**config.mk**
```make
export PLATFORM = sky130hd
export DESIGN_NAME = bpwm_channel
export DESIGN_NICKNAME = d
export VERILOG_FILES = /design/src/rtl/bpwm_pkg.sv /design/src/rtl/bpwm_tick.sv /design/src/rtl/bpwm_shadow_bank.sv /design/src/rtl/bpwm_updown.sv /design/src/rtl/bpwm_cmp.sv /design/src/rtl/bpwm_channel.sv
export SDC_FILE = /design/constraint.sdc
export NUM_CORES = 1
export LEC_CHECK = 0
export ABC_AREA = 0
export CORE_MARGIN = 4
export CORE_UTILIZATION = 45
export DETAILED_ROUTE_END_ITERATION = 8
export DONT_BUFFER_PORTS = 1
export SYNTH_ARGS = -nofsm -noshare
export SYNTH_HDL_FRONTEND = slang
export SYNTH_SLANG_ARGS = --single-unit
```
**constraint.sdc**
```tcl
create_clock -name clk -period 2.49 [get_ports clk]
set_input_delay 0.249 -clock clk [delete_from_list [all_inputs] [get_ports clk]]
set_output_delay 0.249 -clock clk [all_outputs]
set_load 0.01 [all_outputs]
```
**src/rtl/bpwm_pkg.sv**
```systemverilog
package bpwm_pkg;

  typedef enum logic [1:0] {
    SEL_COUNT  = 2'b00,
    SEL_PERIOD = 2'b01,
    SEL_WIDTH  = 2'b10,
    SEL_NONE   = 2'b11
  } bpwm_sel_e;

  localparam int unsigned NUM_BUF    = 2;
  localparam int unsigned IDX_PERIOD = 0;
  localparam int unsigned IDX_WIDTH  = 1;

  function automatic bpwm_sel_e buf_sel(input int unsigned idx);
    return (idx == IDX_PERIOD) ? SEL_PERIOD : SEL_WIDTH;
  endfunction

endpackage

```
**src/rtl/bpwm_tick.sv**
```systemverilog
module bpwm_tick #(
  parameter int unsigned DIV_LOG2 = 6
) (
  input  logic clk,
  input  logic rst_n,
  input  logic slow_sel,
  output logic tick
);

  logic wrap;

  generate
    if (DIV_LOG2 == 0) begin : g_nodiv
      assign wrap = 1'b1;
    end else begin : g_div
      logic [DIV_LOG2-1:0] pre_q;
      always_ff @(posedge clk or negedge rst_n) begin
        if (!rst_n) pre_q <= '0;
        else        pre_q <= pre_q + 1'b1;
      end
      assign wrap = &pre_q;
    end
  endgenerate

  assign tick = slow_sel ? wrap : 1'b1;

endmodule

```
**src/rtl/bpwm_shadow_bank.sv**
```systemverilog
module bpwm_shadow_bank
  import bpwm_pkg::*;
#(
  parameter int unsigned CNT_W = 16
) (
  input  logic                             clk,
  input  logic                             rst_n,
  input  logic                             wr_en,
  input  bpwm_sel_e                        wr_sel,
  input  logic [CNT_W-1:0]                 wr_data,
  input  logic                             running,
  input  logic                             reload,
  output logic [NUM_BUF-1:0][CNT_W-1:0]    shadow_q
);

  generate
    for (genvar g = 0; g < NUM_BUF; g++) begin : g_buf
      logic [CNT_W-1:0] host_q;
      logic [CNT_W-1:0] sh_q;
      logic             hit;

      assign hit = wr_en && (wr_sel == buf_sel(g));

      always_ff @(posedge clk or negedge rst_n) begin
        if (!rst_n) begin
          host_q <= '0;
          sh_q   <= '0;
        end else begin
          if (hit) host_q <= wr_data;
          if (reload)
            sh_q <= host_q;
          else if (hit && !running)
            sh_q <= wr_data;
        end
      end

      assign shadow_q[g] = sh_q;
    end
  endgenerate

endmodule

```
**src/rtl/bpwm_updown.sv**
```systemverilog
module bpwm_updown #(
  parameter int unsigned CNT_W = 16
) (
  input  logic             clk,
  input  logic             rst_n,
  input  logic             step,
  input  logic             center,
  input  logic             ld_en,
  input  logic [CNT_W-1:0] ld_data,
  input  logic [CNT_W-1:0] period,
  output logic [CNT_W-1:0] cnt_q,
  output logic             down_q,
  output logic             cycle_end
);

  logic [CNT_W-1:0] cnt_d;
  logic             down_d;
  logic             at_top;
  logic             at_zero;
  logic             turn_top;
  logic             turn_bot;
  logic             wrap_edge;

  always_comb begin
    at_top    = (cnt_q == period);
    at_zero   = (cnt_q == '0);
    turn_top  = center && !down_q && at_top;
    turn_bot  = center &&  down_q && at_zero;
    wrap_edge = !center && at_top;
    cycle_end = step && !ld_en && (wrap_edge || turn_bot);

    cnt_d  = cnt_q;
    down_d = down_q;
    if (ld_en) begin
      cnt_d = ld_data;
    end else if (step) begin
      if (!center) begin
        down_d = 1'b0;
        cnt_d  = at_top ? '0 : cnt_q + 1'b1;
      end else if (turn_top) begin
        down_d = 1'b1;
      end else if (turn_bot) begin
        down_d = 1'b0;
      end else if (down_q) begin
        cnt_d = cnt_q - 1'b1;
      end else begin
        cnt_d = cnt_q + 1'b1;
      end
    end
  end

  always_ff @(posedge clk or negedge rst_n) begin
    if (!rst_n) begin
      cnt_q  <= '0;
      down_q <= 1'b0;
    end else begin
      cnt_q  <= cnt_d;
      down_q <= down_d;
    end
  end

endmodule

```
**src/rtl/bpwm_cmp.sv**
```systemverilog
module bpwm_cmp #(
  parameter int unsigned CNT_W = 16
) (
  input  logic [CNT_W-1:0] cnt,
  input  logic [CNT_W-1:0] width,
  output logic             level
);

  assign level = (cnt >= width);

endmodule

```
**src/rtl/bpwm_channel.sv**
```systemverilog
module bpwm_channel
  import bpwm_pkg::*;
#(
  parameter int unsigned CNT_W    = 16,
  parameter int unsigned DIV_LOG2 = 6
) (
  input  logic             clk,
  input  logic             rst_n,
  input  logic             run,
  input  logic             slow_sel,
  input  logic             center_mode,
  input  logic             wr_en,
  input  logic [1:0]       wr_sel,
  input  logic [CNT_W-1:0] wr_data,
  output logic             pwm_out,
  output logic             cycle_start
);

  bpwm_sel_e                       sel_e;
  logic                            tick;
  logic                            step;
  logic                            cnt_ld;
  logic [NUM_BUF-1:0][CNT_W-1:0]   shadows;
  logic [CNT_W-1:0]                per_sh;
  logic [CNT_W-1:0]                wid_sh;
  logic [CNT_W-1:0]                cnt_q;
  logic                            down_q;
  logic                            cycle_end;

  assign sel_e  = bpwm_sel_e'(wr_sel);
  assign step   = run && tick;
  assign cnt_ld = wr_en && (sel_e == SEL_COUNT);
  assign per_sh = shadows[IDX_PERIOD];
  assign wid_sh = shadows[IDX_WIDTH];

  bpwm_tick #(.DIV_LOG2(DIV_LOG2)) u_tick (
    .clk      (clk),
    .rst_n    (rst_n),
    .slow_sel (slow_sel),
    .tick     (tick)
  );

  bpwm_shadow_bank #(.CNT_W(CNT_W)) u_bank (
    .clk      (clk),
    .rst_n    (rst_n),
    .wr_en    (wr_en),
    .wr_sel   (sel_e),
    .wr_data  (wr_data),
    .running  (run),
    .reload   (cycle_end),
    .shadow_q (shadows)
  );

  bpwm_updown #(.CNT_W(CNT_W)) u_cnt (
    .clk       (clk),
    .rst_n     (rst_n),
    .step      (step),
    .center    (center_mode),
    .ld_en     (cnt_ld),
    .ld_data   (wr_data),
    .period    (per_sh),
    .cnt_q     (cnt_q),
    .down_q    (down_q),
    .cycle_end (cycle_end)
  );

  bpwm_cmp #(.CNT_W(CNT_W)) u_cmp (
    .cnt   (cnt_q),
    .width (wid_sh),
    .level (pwm_out)
  );

  assign cycle_start = cycle_end;

endmodule

```
==> results.toml <==
[run_status]
outcome = "finished, final reports clean"

[worst_setup_path]
critical_path_depth = 8
critPathRequiredTime_ns = 2.24
crit_end = "pwm_out"
cp_common_cell = "a21o_1"
crit_type = "reg -> out"
critical_path.startpoint_type = "flip-flop"
r2r_cells = 9
r2r_end = "u_cnt.cnt_q[3]"
cp_max_fo = 3
path_cells = "inv_2 -> ha_4 -> nand2b_4 -> a21o_1 -> a21o_1 -> a21o_1 -> a211oi_4 -> o221ai_4"
end_kind = "output port"
r2r_slack_ns = 0.12
cp_num_buf_inv = 1
max_stage_delay_ns = 0.41
cp_top_family = "compound AO/OA/AOI/OAI gates"
worst_path_max_delay_cell = "dfrtp_1"
crit_arrival_ns = 2.19
r2r_start = "u_cnt.cnt_q[0]"
crit_start = "u_cnt.cnt_q[0]"

[timing]
worst_slew_pin_slew_ns = 0.639
setup_viol = 0
rsz0062_at_grt = "true"
fin_ws_ns = 0.0465
post-route-period-util = 0.981
clock.fmax_mhz = 409
hold_ws_ns = 0.0264
fin_skew_ns = 0.00641
finalHoldViolCount = 0
layout_min_cycle_time_ns = 2.44
tns_ns = 0
slew_viol_final = 0
slew_headroom = 0.571

[yosys]
ys_ff_latch = 87
syn_avg_cell_area_um2 = 11.3
ys_types = 62
synth_edf_count = 0
synth_nets = 506
synth_flop_cell = "dfrtp_1"
seq_area_frac_synth = 0.415
syn_inst = 463
syn_area_mm2 = 0.00525
yosys_warnings = 0
async_reset_ff_frac = 1.00

[floorplan]
fp.dieW_um = 116
core_area_mm2 = 0.0114
rows = 39
ios = 26
start_util = 0.460
dieArea_mm2 = 0.0135
die_h_um = 116

[finish]
drive_gt1_frac = 0.362
fin_cells = 637
layout_commonest_cell = "dfrtp_1"
layout_common_cells = "82 x dfrtp_1, 52 x mux2_2, 35 x buf_4"
final_util = 0.530
nFillCells = 1008
n_antenna_cell = 0
syn2layout_area_growth_pct = 15.4
nNetsFinal = 532

[clocking]
cts_sinks = 87
cts_buffer_depth = 2
clock_latency_ns = 0.35
root_buffer = "clkbuf_16"
h-tree-depth = 3
clkSlewWorstSetupHoldPaths_ns = 0.06
cts_tree = "built"
cts_inserted_buffers = 9

[power]
switchingPower_uw = 1330
switching_share = 0.293
pwr-share-clk = 0.306
internal-power_uw = 3210
pwr-share-comb = 0.280
p_per_area_mw_per_mm2 = 750
vdd_drop_max_mv = 0.488
p_seq_frac = 0.414
cellLeakagePower_uw = 0.00268

[route]
routed_wl_mm = 12.5
vias = 3653
detail-route-antenna-nets = 0
drc = 0
drt_first_pass_iters = 4
first_iter_violations = 251
drt-vias-per-instance = 5.73
wl_per_cell_um = 19.6

[grt]
grt_pass1_wl_mm = 20.1
grt_start_max_net_pins = 88
grt_pass1_vias = 3712
grt_usage = 0.198
antenna_found_initial = 0
grt_overflow = 0

[place]
port_buffers = 0
dp_hpwl_mm = 8.69
post-place-ws_ns = 0.0903
dp_cells = 610
gp_congestion = 0.945

[hold_path]
worstHoldPathType = "in -> reg"
whs_path_depth = 2

[job]
max-cap-violations = 0
routing by layer:
metal / share of wire / GRT usage
met5: 0 / 0
met4: 0.021 / 0.0905
met3: 0.041 / 0.0366
met2: 0.46 / 0.301
met1: 0.48 / 0.275
layout make-up:
cell class                      instances  area (um^2)  share of cell area
Sequential cell                        87         2180               0.361
Timing Repair Buffer                   41          377              0.0622
Inverter                               23         86.3              0.0143
Clock inverter                          5         56.3             0.00930
Clock buffer                           11          253              0.0417
Tap cell                              143          179              0.0296
Multi-Input combinational cell        327         2920               0.482
Yosys cell counts, types with 2 or more instances:
| cell | count | share of area |
|---|---|---|
| a41oi_1 | 2 | 0.0033 |
| nand3_1 | 12 | 0.011 |
| ha_1 | 19 | 0.045 |
| nor3b_1 | 5 | 0.0072 |
| nand2b_1 | 2 | 0.0024 |
| dfrtp_1 | 87 | 0.41 |
| a211o_1 | 3 | 0.0050 |
| mux2_2 | 52 | 0.11 |
| and2_1 | 5 | 0.0060 |
| a21o_1 | 10 | 0.014 |
| nand4_2 | 2 | 0.0048 |
| clkbuf_1 | 10 | 0.0072 |
| nand4_1 | 12 | 0.014 |
| nand2_1 | 33 | 0.024 |
| nor3_1 | 9 | 0.0086 |
| o211ai_1 | 2 | 0.0029 |
| nor2_1 | 13 | 0.0093 |
| a221o_1 | 7 | 0.013 |
| xnor2_1 | 19 | 0.032 |
| nand3b_1 | 2 | 0.0029 |
| a21oi_1 | 7 | 0.0067 |
| o21ai_0 | 28 | 0.027 |
| mux2_4 | 29 | 0.083 |
| xor2_1 | 5 | 0.0083 |
| buf_12 | 3 | 0.011 |
| and3_1 | 3 | 0.0036 |
| a21boi_0 | 3 | 0.0043 |
| or3_1 | 3 | 0.0036 |
| or2_2 | 4 | 0.0048 |
| a211oi_1 | 3 | 0.0043 |
| buf_6 | 5 | 0.011 |
| mux2i_1 | 2 | 0.0038 |
| o221ai_1 | 2 | 0.0033 |
| nor4_4 | 3 | 0.012 |
| a32oi_1 | 2 | 0.0033 |
| inv_1 | 22 | 0.016 |
| buf_2 | 8 | 0.0076 |
state kept, by name, indices dropped and copies added, names as in the netlist:
register,flops
u_bank.g_buf.host_q,32
u_tick.g_div.pre_q,6
u_cnt.down_q,1
u_bank.g_buf.sh_q,32
u_cnt.cnt_q,16
stage by stage:
stage	power (uW)	area, um^2
2_1_floorplan	2730	5250
3_3_place_gp	2990	5490
3_5_place_dp	3020	5490
4_1_cts	4520	5920
5_1_grt	4790	6050
6_report	4540	6050
logic make-up after synthesis:
kind of cell / after synthesis / synth area share
and+or+nand+nor: 118 / 0.131
DFF: 87 / 0.415
muxes: 83 / 0.198
AOI/OAI and AO/OA: 81 / 0.109
buffers and inverters: 49 / 0.0534
xor gates and xnor gates: 26 / 0.0484
adders and majority gates: 19 / 0.0453
worst register-to-register path: stages, from the launching register on:
cell,delay (ns)
dfrtp_1,0.41
buf_4,0.17
xnor2_4,0.17
nand4_1,0.15
nor4_4,0.29
buf_4,0.16
buf_4,0.10
a211o_2,0.31
o21ai_0,0.16
a221o_1,0.32
power by group through the flow:
stage               combinational, uW  sequential [uW]  clock, uW
floorplan                         912             1820          0
CTS                              1220             1880       1420
global placement                 1110             1880          0
global route                     1410             1910       1470
detailed placement               1130             1890          0
finish                           1270             1880       1390
worst min path at each step:
stage / startpoint / endpoint / slack [ns]
after floorplan: rst_n / u_bank.g_buf[0].host_q[0] / -0.05
after global placement: rst_n / u_tick.g_div.pre_q[4] / -0.04
after detailed placement: rst_n / u_tick.g_div.pre_q[2] / -0.04
after CTS: wr_data[1] / u_cnt.cnt_q[1] / 0.02
after global routing: wr_data[1] / u_cnt.cnt_q[1] / 0.02
final: wr_data[1] / u_cnt.cnt_q[1] / 0.03
timing repair:
item / 4_1_cts / 5_1_grt
buffers inserted: 4 / 4
hold endpoints to repair: 87 / 0
gates cloned: 0 / 1
pin swaps: 9 / 7
resized for setup: 13 / 13
hold buffers: 2 / 0
setup endpoints to repair: 2 / 7
No activity file was read; power rests on OpenSTA's default activity.
